### src/rtl/pcu_pkg.sv
package pcu_pkg;
  localparam int CNT_W    = 32;
  localparam int NUM_CNT  = 2;
  localparam int EVT_W    = 6;
  localparam int NUM_EVT  = (1 << EVT_W) - 1;
  localparam int CTRL_W   = 33;
  localparam int B_SUP    = 1;
  localparam int B_USR    = 2;
  localparam int B_HYP    = 3;
  localparam int B_IEN    = 4;
  localparam int EV_LO_LSB = 11;
  localparam int EV_UP_LSB = 27;
  localparam logic [EVT_W-1:0] PARK_CODE = '1;

  typedef enum logic [1:0] {
    CTX_USR  = 2'd0,
    CTX_SUP  = 2'd1,
    CTX_HYP  = 2'd2,
    CTX_NONE = 2'd3
  } ctx_e;

  // Event field position for counter index (0 = upper, 1 = lower)
  function automatic int ev_lsb(input int idx);
    return (idx == 0) ? EV_UP_LSB : EV_LO_LSB;
  endfunction

  function automatic logic [CTRL_W-1:0] ctrl_mask();
    logic [CTRL_W-1:0] m;
    m = '0;
    m[B_SUP] = 1'b1;
    m[B_USR] = 1'b1;
    m[B_HYP] = 1'b1;
    m[B_IEN] = 1'b1;
    m[EV_LO_LSB +: EVT_W] = '1;
    m[EV_UP_LSB +: EVT_W] = '1;
    return m;
  endfunction
endpackage

### src/rtl/pcu_ctx_gate.sv
module pcu_ctx_gate
  import pcu_pkg::*;
(
  input  logic       usr_en,
  input  logic       sup_en,
  input  logic       hyp_en,
  input  logic [1:0] ctx,
  output logic       cnt_en
);
  always_comb begin
    unique case (ctx)
      CTX_USR: cnt_en = usr_en;
      CTX_SUP: cnt_en = sup_en;
      CTX_HYP: cnt_en = hyp_en;
      default: cnt_en = 1'b0;
    endcase
  end
endmodule

### src/rtl/pcu_counter.sv
module pcu_counter #(
  parameter int W       = 32,
  parameter int EW      = 6,
  parameter int NEVT    = 63
) (
  input  logic          clk,
  input  logic          rst_n,
  input  logic          cnt_en,
  input  logic [EW-1:0] evt_code,
  input  logic [NEVT-1:0] events,
  input  logic          wr_en,
  input  logic [W-1:0]  wr_val,
  output logic [W-1:0]  cnt_q,
  output logic          wrap_o
);
  localparam int EXT = 1 << EW;
  localparam logic [EW-1:0] PARK = '1;

  logic [EXT-1:0] ev_ext;
  logic           hit;
  logic           ld;
  logic [W-1:0]   cnt_d;

  assign ev_ext = {{(EXT-NEVT){1'b0}}, events};
  assign hit    = cnt_en && (evt_code != PARK) && ev_ext[evt_code];
  assign wrap_o = hit && !wr_en && (&cnt_q);

  always_comb begin
    ld    = wr_en | hit;
    cnt_d = cnt_q;
    if (wr_en)    cnt_d = wr_val;
    else if (hit) cnt_d = cnt_q + W'(1);
  end

  always_ff @(posedge clk or negedge rst_n) begin
    if (!rst_n)  cnt_q <= '0;
    else if (ld) cnt_q <= cnt_d;
  end
endmodule

### src/rtl/pcu_ovf_latch.sv
module pcu_ovf_latch #(
  parameter int N = 2
) (
  input  logic         clk,
  input  logic         rst_n,
  input  logic [N-1:0] set_i,
  input  logic         clr_i,
  output logic [N-1:0] flag_q
);
  logic [N-1:0] flag_d;
  logic         ce;

  always_comb begin
    ce     = clr_i | (|set_i);
    flag_d = (clr_i ? '0 : flag_q) | set_i;
  end

  always_ff @(posedge clk or negedge rst_n) begin
    if (!rst_n)  flag_q <= '0;
    else if (ce) flag_q <= flag_d;
  end
endmodule

### src/rtl/perf_counter_pair.sv
module perf_counter_pair
  import pcu_pkg::*;
(
  input  logic                 clk,
  input  logic                 rst_n,
  input  logic                 reg_wr,
  input  logic                 reg_sel,
  input  logic [1:0]           wr_half,
  input  logic [63:0]          wr_data,
  output logic [63:0]          rd_data,
  input  logic [1:0]           priv_ctx,
  input  logic [NUM_EVT-1:0]   event_in,
  output logic [NUM_CNT-1:0]   ovf_o,
  output logic                 irq_o
);
  localparam logic [CTRL_W-1:0] CMASK = ctrl_mask();

  logic [CTRL_W-1:0]            ctrl_q;
  logic [CTRL_W-1:0]            ctrl_d;
  logic                         ctrl_wr;
  logic                         cnt_en;
  logic [NUM_CNT-1:0][CNT_W-1:0] cnt_q;
  logic [NUM_CNT-1:0]           wrap;
  logic [NUM_CNT-1:0]           ovf_q;

  assign ctrl_wr = reg_wr && !reg_sel;

  always_comb begin
    ctrl_d = wr_data[CTRL_W-1:0] & CMASK;
  end

  always_ff @(posedge clk or negedge rst_n) begin
    if (!rst_n)       ctrl_q <= '0;
    else if (ctrl_wr) ctrl_q <= ctrl_d;
  end

  pcu_ctx_gate u_gate (
    .usr_en (ctrl_q[B_USR]),
    .sup_en (ctrl_q[B_SUP]),
    .hyp_en (ctrl_q[B_HYP]),
    .ctx    (priv_ctx),
    .cnt_en (cnt_en)
  );

  // Index 0 is the upper half (63:32, wr_half[1]); index 1 the lower half
  for (genvar i = 0; i < NUM_CNT; i++) begin : g_cnt
    localparam int HALF = NUM_CNT - 1 - i;
    logic wr_en;
    assign wr_en = reg_wr && reg_sel && wr_half[HALF];
    pcu_counter #(.W(CNT_W), .EW(EVT_W), .NEVT(NUM_EVT)) u_cnt (
      .clk      (clk),
      .rst_n    (rst_n),
      .cnt_en   (cnt_en),
      .evt_code (ctrl_q[ev_lsb(i) +: EVT_W]),
      .events   (event_in),
      .wr_en    (wr_en),
      .wr_val   (wr_data[HALF*CNT_W +: CNT_W]),
      .cnt_q    (cnt_q[i]),
      .wrap_o   (wrap[i])
    );
  end

  pcu_ovf_latch #(.N(NUM_CNT)) u_ovf (
    .clk    (clk),
    .rst_n  (rst_n),
    .set_i  (wrap),
    .clr_i  (ctrl_wr),
    .flag_q (ovf_q)
  );

  assign ovf_o   = ovf_q;
  assign irq_o   = ctrl_q[B_IEN] && (|ovf_q);
  assign rd_data = reg_sel ? {cnt_q[0], cnt_q[1]} : {{(64-CTRL_W){1'b0}}, ctrl_q};
endmodule

### config.mk
export PLATFORM = sky130hd
export DESIGN_NAME = perf_counter_pair
export DESIGN_NICKNAME = d
export VERILOG_FILES = /design/src/rtl/pcu_pkg.sv /design/src/rtl/pcu_ctx_gate.sv /design/src/rtl/pcu_counter.sv /design/src/rtl/pcu_ovf_latch.sv /design/src/rtl/perf_counter_pair.sv
export SDC_FILE = /design/constraint.sdc
export NUM_CORES = 1
export LEC_CHECK = 0
export BUFFER_PORTS_ARGS = -buffer_cell sky130_fd_sc_hd__buf_2
export CORE_ASPECT_RATIO = 1.1
export CORE_MARGIN = 1.5
export CORE_UTILIZATION = 40
export CTS_CLUSTER_DIAMETER = 40
export CTS_CLUSTER_SIZE = 25
export DETAILED_ROUTE_END_ITERATION = 16
export GPL_ROUTABILITY_DRIVEN = 0
export GPL_TIMING_DRIVEN = 0
export PLACE_DENSITY_LB_ADDON = 0.12
export SLEW_MARGIN = 10
export SYNTH_ARGS = -nofsm -noshare
export SYNTH_HDL_FRONTEND = slang
export SYNTH_HIERARCHICAL = 1
export SYNTH_SLANG_ARGS = --single-unit
### constraint.sdc
create_clock -name clk -period 2.8 [get_ports clk]
set_input_delay 0.28 -clock clk [delete_from_list [all_inputs] [get_ports clk]]
set_output_delay 0.28 -clock clk [all_outputs]
set_load 0.02 [all_outputs]
# ---- Word-level counts from Yosys, hierarchy flattened
# Index checks and enable logic that the tools add are counted.
# W data, S select, Z words.
dict set report word_totals {
  output_inout_bits 67
  register_bits 82
  inputBits 135
  elab_cells 52
}
dict set report op_classes {
  addsub 2
  n_bitwise 4
  n_reduce_logical 25
  muxes 11
  eq_ne 4
  n_lt_le_gt_ge 2
}
# cell count
set ops {}
lappend ops {{$mux W32} 4}
lappend ops {{$add A32 B1 Y32 const B} 2}
lappend ops {{$mux W64} 1}
lappend ops {{$reduce_and A32 Y1} 2}
lappend ops {{$lt A6 B7 Y1 const B} 2}
lappend ops {{$logic_and A1 B1 Y1} 13}
lappend ops {{$bmux W1 S6} 2}
lappend ops {{$ne A6 B6 Y1 const B} 2}
lappend ops {{$reduce_and A2 Y1} 2}
lappend ops {{$reduce_bool A2 Y1} 2}
lappend ops {{$reduce_or A2 Y1} 2}
lappend ops {{$logic_not A1 Y1} 3}
lappend ops {{$or A1 B1 Y1} 3}
lappend ops {{$pmux W1 S3} 1}
lappend ops {{$eq A2 B1 Y1 const B} 1}
lappend ops {{$eq A2 B2 Y1 const B} 1}
lappend ops {{$logic_not A2 Y1} 1}
lappend ops {{$mux W1} 2}
lappend ops {{$mux W2} 1}
lappend ops {{$or A2 B2 Y2} 1}

# ---- Depth between registers and ports, before layout
dict set report depth {
  ltp_word 8
  depth_mapped 10
  mapped_depth_nobuf 8
}

# ---- Hierarchy
# The synthesis kept the hierarchy.
# module area_each_um2 seq_area_each_um2 n_inst cells_per_inst
set by_module_without_submodules {}
lappend by_module_without_submodules {pcu_counter 3088.0 800.8 2 353}
lappend by_module_without_submodules {perf_counter_pair 1172.4 400.4 1 109}
lappend by_module_without_submodules {pcu_ovf_latch 68.8 50.0 1 5}
lappend by_module_without_submodules {pcu_ctx_gate 22.5 0.0 1 3}

# ---- Worst setup path before layout
# Ideal clock, no wire load.
dict set report synth_timing {
  path_kind {flip-flop to flip-flop}
  from {register ctrl_q[12]}
  to {register g_cnt[1].u_cnt.cnt_q[2]}
  setup_ps 69
  arrival_ps 2262
  stages_incl_launch_ff 10
  period_less_slack_ps 2331
  path_slack_ps 469
  required_ps 2731
  path_buffers 3
  path_cell_list {dfrtp_1 > buf_6 > buf_8 > mux4_1 > nand2_1 > nand3_2 > and3_4 > buf_6 > or4b_1 > nand3_1}
}
dict set report synth_via {
  elab_chain_len 5
  word_cells_on_any_way 8
  classes_between {eq/ne (1); mux (2); bitwise (1); reduce/logical (4)}
}
# element line_no
set synth_lines {}
lappend synth_lines {{from (decl)} perf_counter_pair.sv:18} ;# logic [CTRL_W-1:0] ctrl_q;
lappend synth_lines {{from (signal assigned)} perf_counter_pair.sv:34} ;# else if (ctrl_wr) ctrl_q <= ctrl_d;
lappend synth_lines {{$bmux W1 S6 or $ne A6 B6 Y1 (tied branches)} pcu_counter.sv:25} ;# assign hit = cnt_en && (evt_code != PARK) && ev_ext[evt_code];
lappend synth_lines {{$mux W1 (not written as such) or $logic_and A1 B1 Y1 (tied branches)} pcu_counter.sv:25}
lappend synth_lines {{$logic_and A1 B1 Y1 (*)} pcu_counter.sv:25}
lappend synth_lines {{$reduce_bool A2 Y1 (no line) or $or A1 B1 Y1 (tied branches)} --}
lappend synth_lines {{$reduce_and A2 Y1 (no line) (*)} --}
lappend synth_lines {{to (signal assigned)} pcu_counter.sv:37} ;# else if (ld) cnt_q <= cnt_d;
lappend synth_lines {{to (decl)} pcu_counter.sv:13} ;# output logic [W-1:0] cnt_q,
# Mark *: on every way between the ends. The rest lies on a longest branch, timed or not. The select of a mux whose other input is x is not followed.
# A chain may end at the register's enable or synchronous reset.

# ---- Worst setup path after layout
dict set report layout_timing {
  from {register ctrl_q[27]}
  to {register u_ovf.flag_q[0]}
}
dict set report layout_via {
  elab_chain_len 7
  word_cells_on_any_way 10
  classes_between {eq/ne (1); mux (2); bitwise (2); reduce/logical (5)}
}
# element line_no
set layout_lines {}
lappend layout_lines {{$bmux W1 S6 or $ne A6 B6 Y1 (tied branches)} pcu_counter.sv:25}
lappend layout_lines {{$mux W1 (not written as such) or $logic_and A1 B1 Y1 (tied branches)} pcu_counter.sv:25}
lappend layout_lines {{$logic_and A1 B1 Y1 (*)} pcu_counter.sv:25}
lappend layout_lines {{$logic_and A1 B1 Y1 (*) (2 in series)} pcu_counter.sv:26} ;# assign wrap_o = hit && !wr_en && (&cnt_q);
lappend layout_lines {{net wrap[0]} perf_counter_pair.sv:23} ;# logic [NUM_CNT-1:0] wrap;
lappend layout_lines {{$reduce_or A2 Y1} pcu_ovf_latch.sv:14} ;# ce = clr_i | (|set_i);
lappend layout_lines {{$or A1 B1 Y1} pcu_ovf_latch.sv:14}
lappend layout_lines {{to (signal assigned)} pcu_ovf_latch.sv:20} ;# else if (ce) flag_q <= flag_d;
lappend layout_lines {{to (decl)} pcu_ovf_latch.sv:8} ;# output logic [N-1:0] flag_q
# The timed path passes the listed nets; every way through them passes the cells marked *. The select of a mux whose other input is x is not followed.

==> impl_metrics.yaml <==
sta:
  timing.slew.headroom: 0.549
  fin_setup_tns_ns: 0
  report.final.slew_viol_count: 0
  clock.fmax_mhz: 372
  tightest_slew_ns: 0.677
  finalCritPeriodShare: 0.960
  hold_viol_final: 0
  skew_ns: 0.00833
  setup_viol: 0
  fin_crit_ns: 2.69
power:
  seq_power_share: 0.279
  p_int_mw: 3.65
  powerDensity_nw_per_um2: 727
  net-switching-power_mw: 3.01
  leakagePower_nw: 3.96
  switching_share: 0.452
  comb_power_share: 0.551
  clkPwrFrac: 0.169
  peakVddDrop_uv: 401
setup_path:
  crit_arrival_ns: 2.98
  critPathMaxFanout: 10
  end_kind: "flip-flop"
  crit_top_cell: "buf_6"
  critPathSlowestCell: "nor4_2"
  startpoint_type: "flip-flop"
  path_class: "reg2reg"
  cp_cell_sequence: "buf_6 > buf_6 > mux4_2 > a31oi_1 > and3_4 > o21ai_1 > nor4_2 > a21o_1"
  worstPathRequired_ns: 3.09
  cpPeakStageDelay_ns: 0.51
drt:
  drtIter0Drc: 417
  firstDrtPassIters: 5
  drc: 0
  finalWirelength_mm: 26.8
  wl_per_cell_um: 20.8
  vias: 7666
  ant_nets: 0
  vias_per_cell: 5.96
run_status:
  status: "complete, no violations"
clock_network:
  htree_levels: 3
  clk_latency_ns: 0.35
  cts.sinks: 82
  path_clk_slew_ns: 0.06
  clk_path_buf_depth: 2
  cts_buffers: 9
  clockRootBuffer: "clkbuf_16"
  tritoncts: "yes"
global_route:
  grt_busiest_layer: "met2"
  grt_usage: 0.276
  grt_pass1_wl_mm: 41.6
  overflow: 0
  first_global_vias: 7540
  grt_util_met1: 0.354
  grt_max_degree: 60
  grtUsageMet2: 0.478
  met3_usage: 0.0448
  antenna_found_initial: 0
finish:
  num-nets-final: 1176
  area.growth.synth_to_final_pct: 23.3
  fillers: 1803
  diodes: 0
  final_cell_mix: "buf_2 (205), nand3_1 (90), dfrtp_1 (81)"
  utilization: 0.502
  regArea_um2: 2050
  multi_input_area_um2: 4960
  drive_gt1_frac: 0.323
  final_common_cell: "buf_2"
synth:
  synthFlopType: "dfrtp_1"
  ys_async_sr_fraction: 1.00
  yosys_warnings: 6
  syn-num-nets: 960
  synthCells: 823
  synth_area_per_cell_um2: 9.04
  yosysUniqueCellTypes: 59
  synth_edf_count: 0
  synth_seq_cells: 82
  synth_area_um2: 7440
  ys_seq_area_frac: 0.276
job:
  maxCapViolations: 0
floorplanning:
  core-area_um2: 18300
  dieArea_um2: 19400
  die_x_um: 133
  start_util: 0.407
  ios: 202
  die_h_um: 146
  std_cell_rows: 52
hold_path:
  hold_class: "in2reg"
place:
  port-buffer-count: 201
  post-dp-hpwl_mm: 19.9
==> per-layer routing <==
| metal | up-vias | share of wire |
|---|---|---|
| met5 | - | 0 |
| met4 | 0 | 0.022 |
| met3 | 40 | 0.061 |
| met2 | 301 | 0.50 |
| met1 | 3709 | 0.41 |
| li1 | 3616 | - |
==> area by class of cell <==
class / instances / area share
timing repair buffer: 205 / 0.116
buffer: 69 / 0.0486
tap: 243 / 0.0332
sequential: 82 / 0.224
inverter: 21 / 0.00859
clock inverter: 2 / 0.00136
multi-input combinational: 651 / 0.541
clock buffer: 14 / 0.0277
==> sequential cells by signal, indices dropped and copies added, names as in the netlist <==
signal             flops
ctrl_q                16
g_cnt.u_cnt/cnt_q     64
u_ovf/flag_q           2
==> worst paths after layout <==
kind / cells past startpoint / slack, ns / from / endpoint
setup / recovery: 8 / 0.11 / ctrl_q[27] / u_ovf/flag_q[0]
hold / removal: 3 / 0.15 / wr_data[0] / g_cnt[1].u_cnt/cnt_q[0]
setup reg to reg: 8 / 0.11 / ctrl_q[27] / u_ovf/flag_q[0]
hold reg to reg: 1 / 0.52 / u_ovf/flag_q[0] / u_ovf/flag_q[0]
max in group asynchronous: 3 / 1.76 / rst_n / ctrl_q[12]
min in group asynchronous: 2 / 0.39 / rst_n / g_cnt[0].u_cnt/cnt_q[25]
==> cell families after synthesis <==
group           synth area share
simple gates               0.313
compound gates             0.180
buf+inv                   0.0673
mux                        0.161
fa+ha+maj                0.00336
flops                      0.276
==> per-stage QoR <==
| step | instance area (um^2) | cells | setup slack, ns | hold slack, ns | power [mW] |
|---|---|---|---|---|---|
| final | 9170 | 1287 | 0.112 | 0.154 | 6.67 |
| after detailed placement | 8780 | 1268 | -0.488 | 0.229 | 5.43 |
| after global placement | 8750 | 1267 | -0.470 | 0.506 | 5.39 |
| after floorplan | 7440 | 823 | 0.469 | -0.0156 | 4.40 |
| after global routing | 9170 | 1287 | -0.00204 | 0.155 | 7.13 |
| after CTS | 9110 | 1286 | 0.0359 | 0.151 | 6.63 |
==> cell usage after synthesis, types with 4 or more instances <==
| cell | number | area, um^2 |
|---|---|---|
| a2111o_1 | 32 | 360 |
| a211o_1 | 8 | 70.1 |
| a211oi_1 | 4 | 30.0 |
| a21oi_1 | 8 | 40.0 |
| a22oi_1 | 30 | 225 |
| a31oi_1 | 4 | 25.0 |
| and2_1 | 56 | 350 |
| and3_1 | 8 | 50.1 |
| and4_1 | 4 | 35.0 |
| and4b_1 | 10 | 100 |
| buf_2 | 10 | 50.1 |
| buf_6 | 16 | 180 |
| clkbuf_1 | 37 | 139 |
| dfrtp_1 | 82 | 2050 |
| inv_1 | 21 | 78.8 |
| mux2_2 | 29 | 327 |
| mux2_4 | 9 | 135 |
| mux2i_1 | 21 | 210 |
| mux4_1 | 8 | 210 |
| mux4_2 | 14 | 315 |
| nand2_1 | 60 | 225 |
| nand2b_1 | 4 | 25.0 |
| nand3_1 | 90 | 450 |
| nand3b_1 | 5 | 37.5 |
| nand4_1 | 28 | 175 |
| nand4b_1 | 10 | 87.6 |
| nor2_1 | 16 | 60.1 |
| nor2b_1 | 31 | 194 |
| nor3_1 | 20 | 100 |
| nor3b_1 | 6 | 45.0 |
| nor4_1 | 8 | 50.1 |
| o211ai_1 | 14 | 105 |
| o21a_1 | 13 | 97.6 |
| o21ai_0 | 40 | 200 |
| or3_1 | 16 | 100 |
| or4_1 | 4 | 30.0 |
| or4b_1 | 4 | 40.0 |
==> critical path, delay by kind of cell, from the launching register on <==
family                 cells  cell delay (ns)
DFF                        1             0.38
and+or+nand+nor            2             0.78
muxes                      1             0.50
AOI/OAI and AO/OA          3             0.63
buffers and inverters      2             0.33
==> power groups by stage <==
stage | Combinational, mW | Sequential (mW) | Clock (mW)
final | 3.67 | 1.86 | 1.13
after CTS | 3.62 | 1.86 | 1.15
after global routing | 4.02 | 1.92 | 1.20
after detailed placement | 3.55 | 1.88 | 0
after global placement | 3.52 | 1.87 | 0
after floorplan | 2.67 | 1.73 | 0
==> timing repair <==
item,CTS,global route
hold endpoints to repair,23,0
buffers inserted,1,1
gates resized for setup,13,23
cloned,0,0
pin swaps,1,2
setup endpoints to repair,31,54
hold buffers,1,0
No activity file was read; power rests on OpenSTA's default activity.
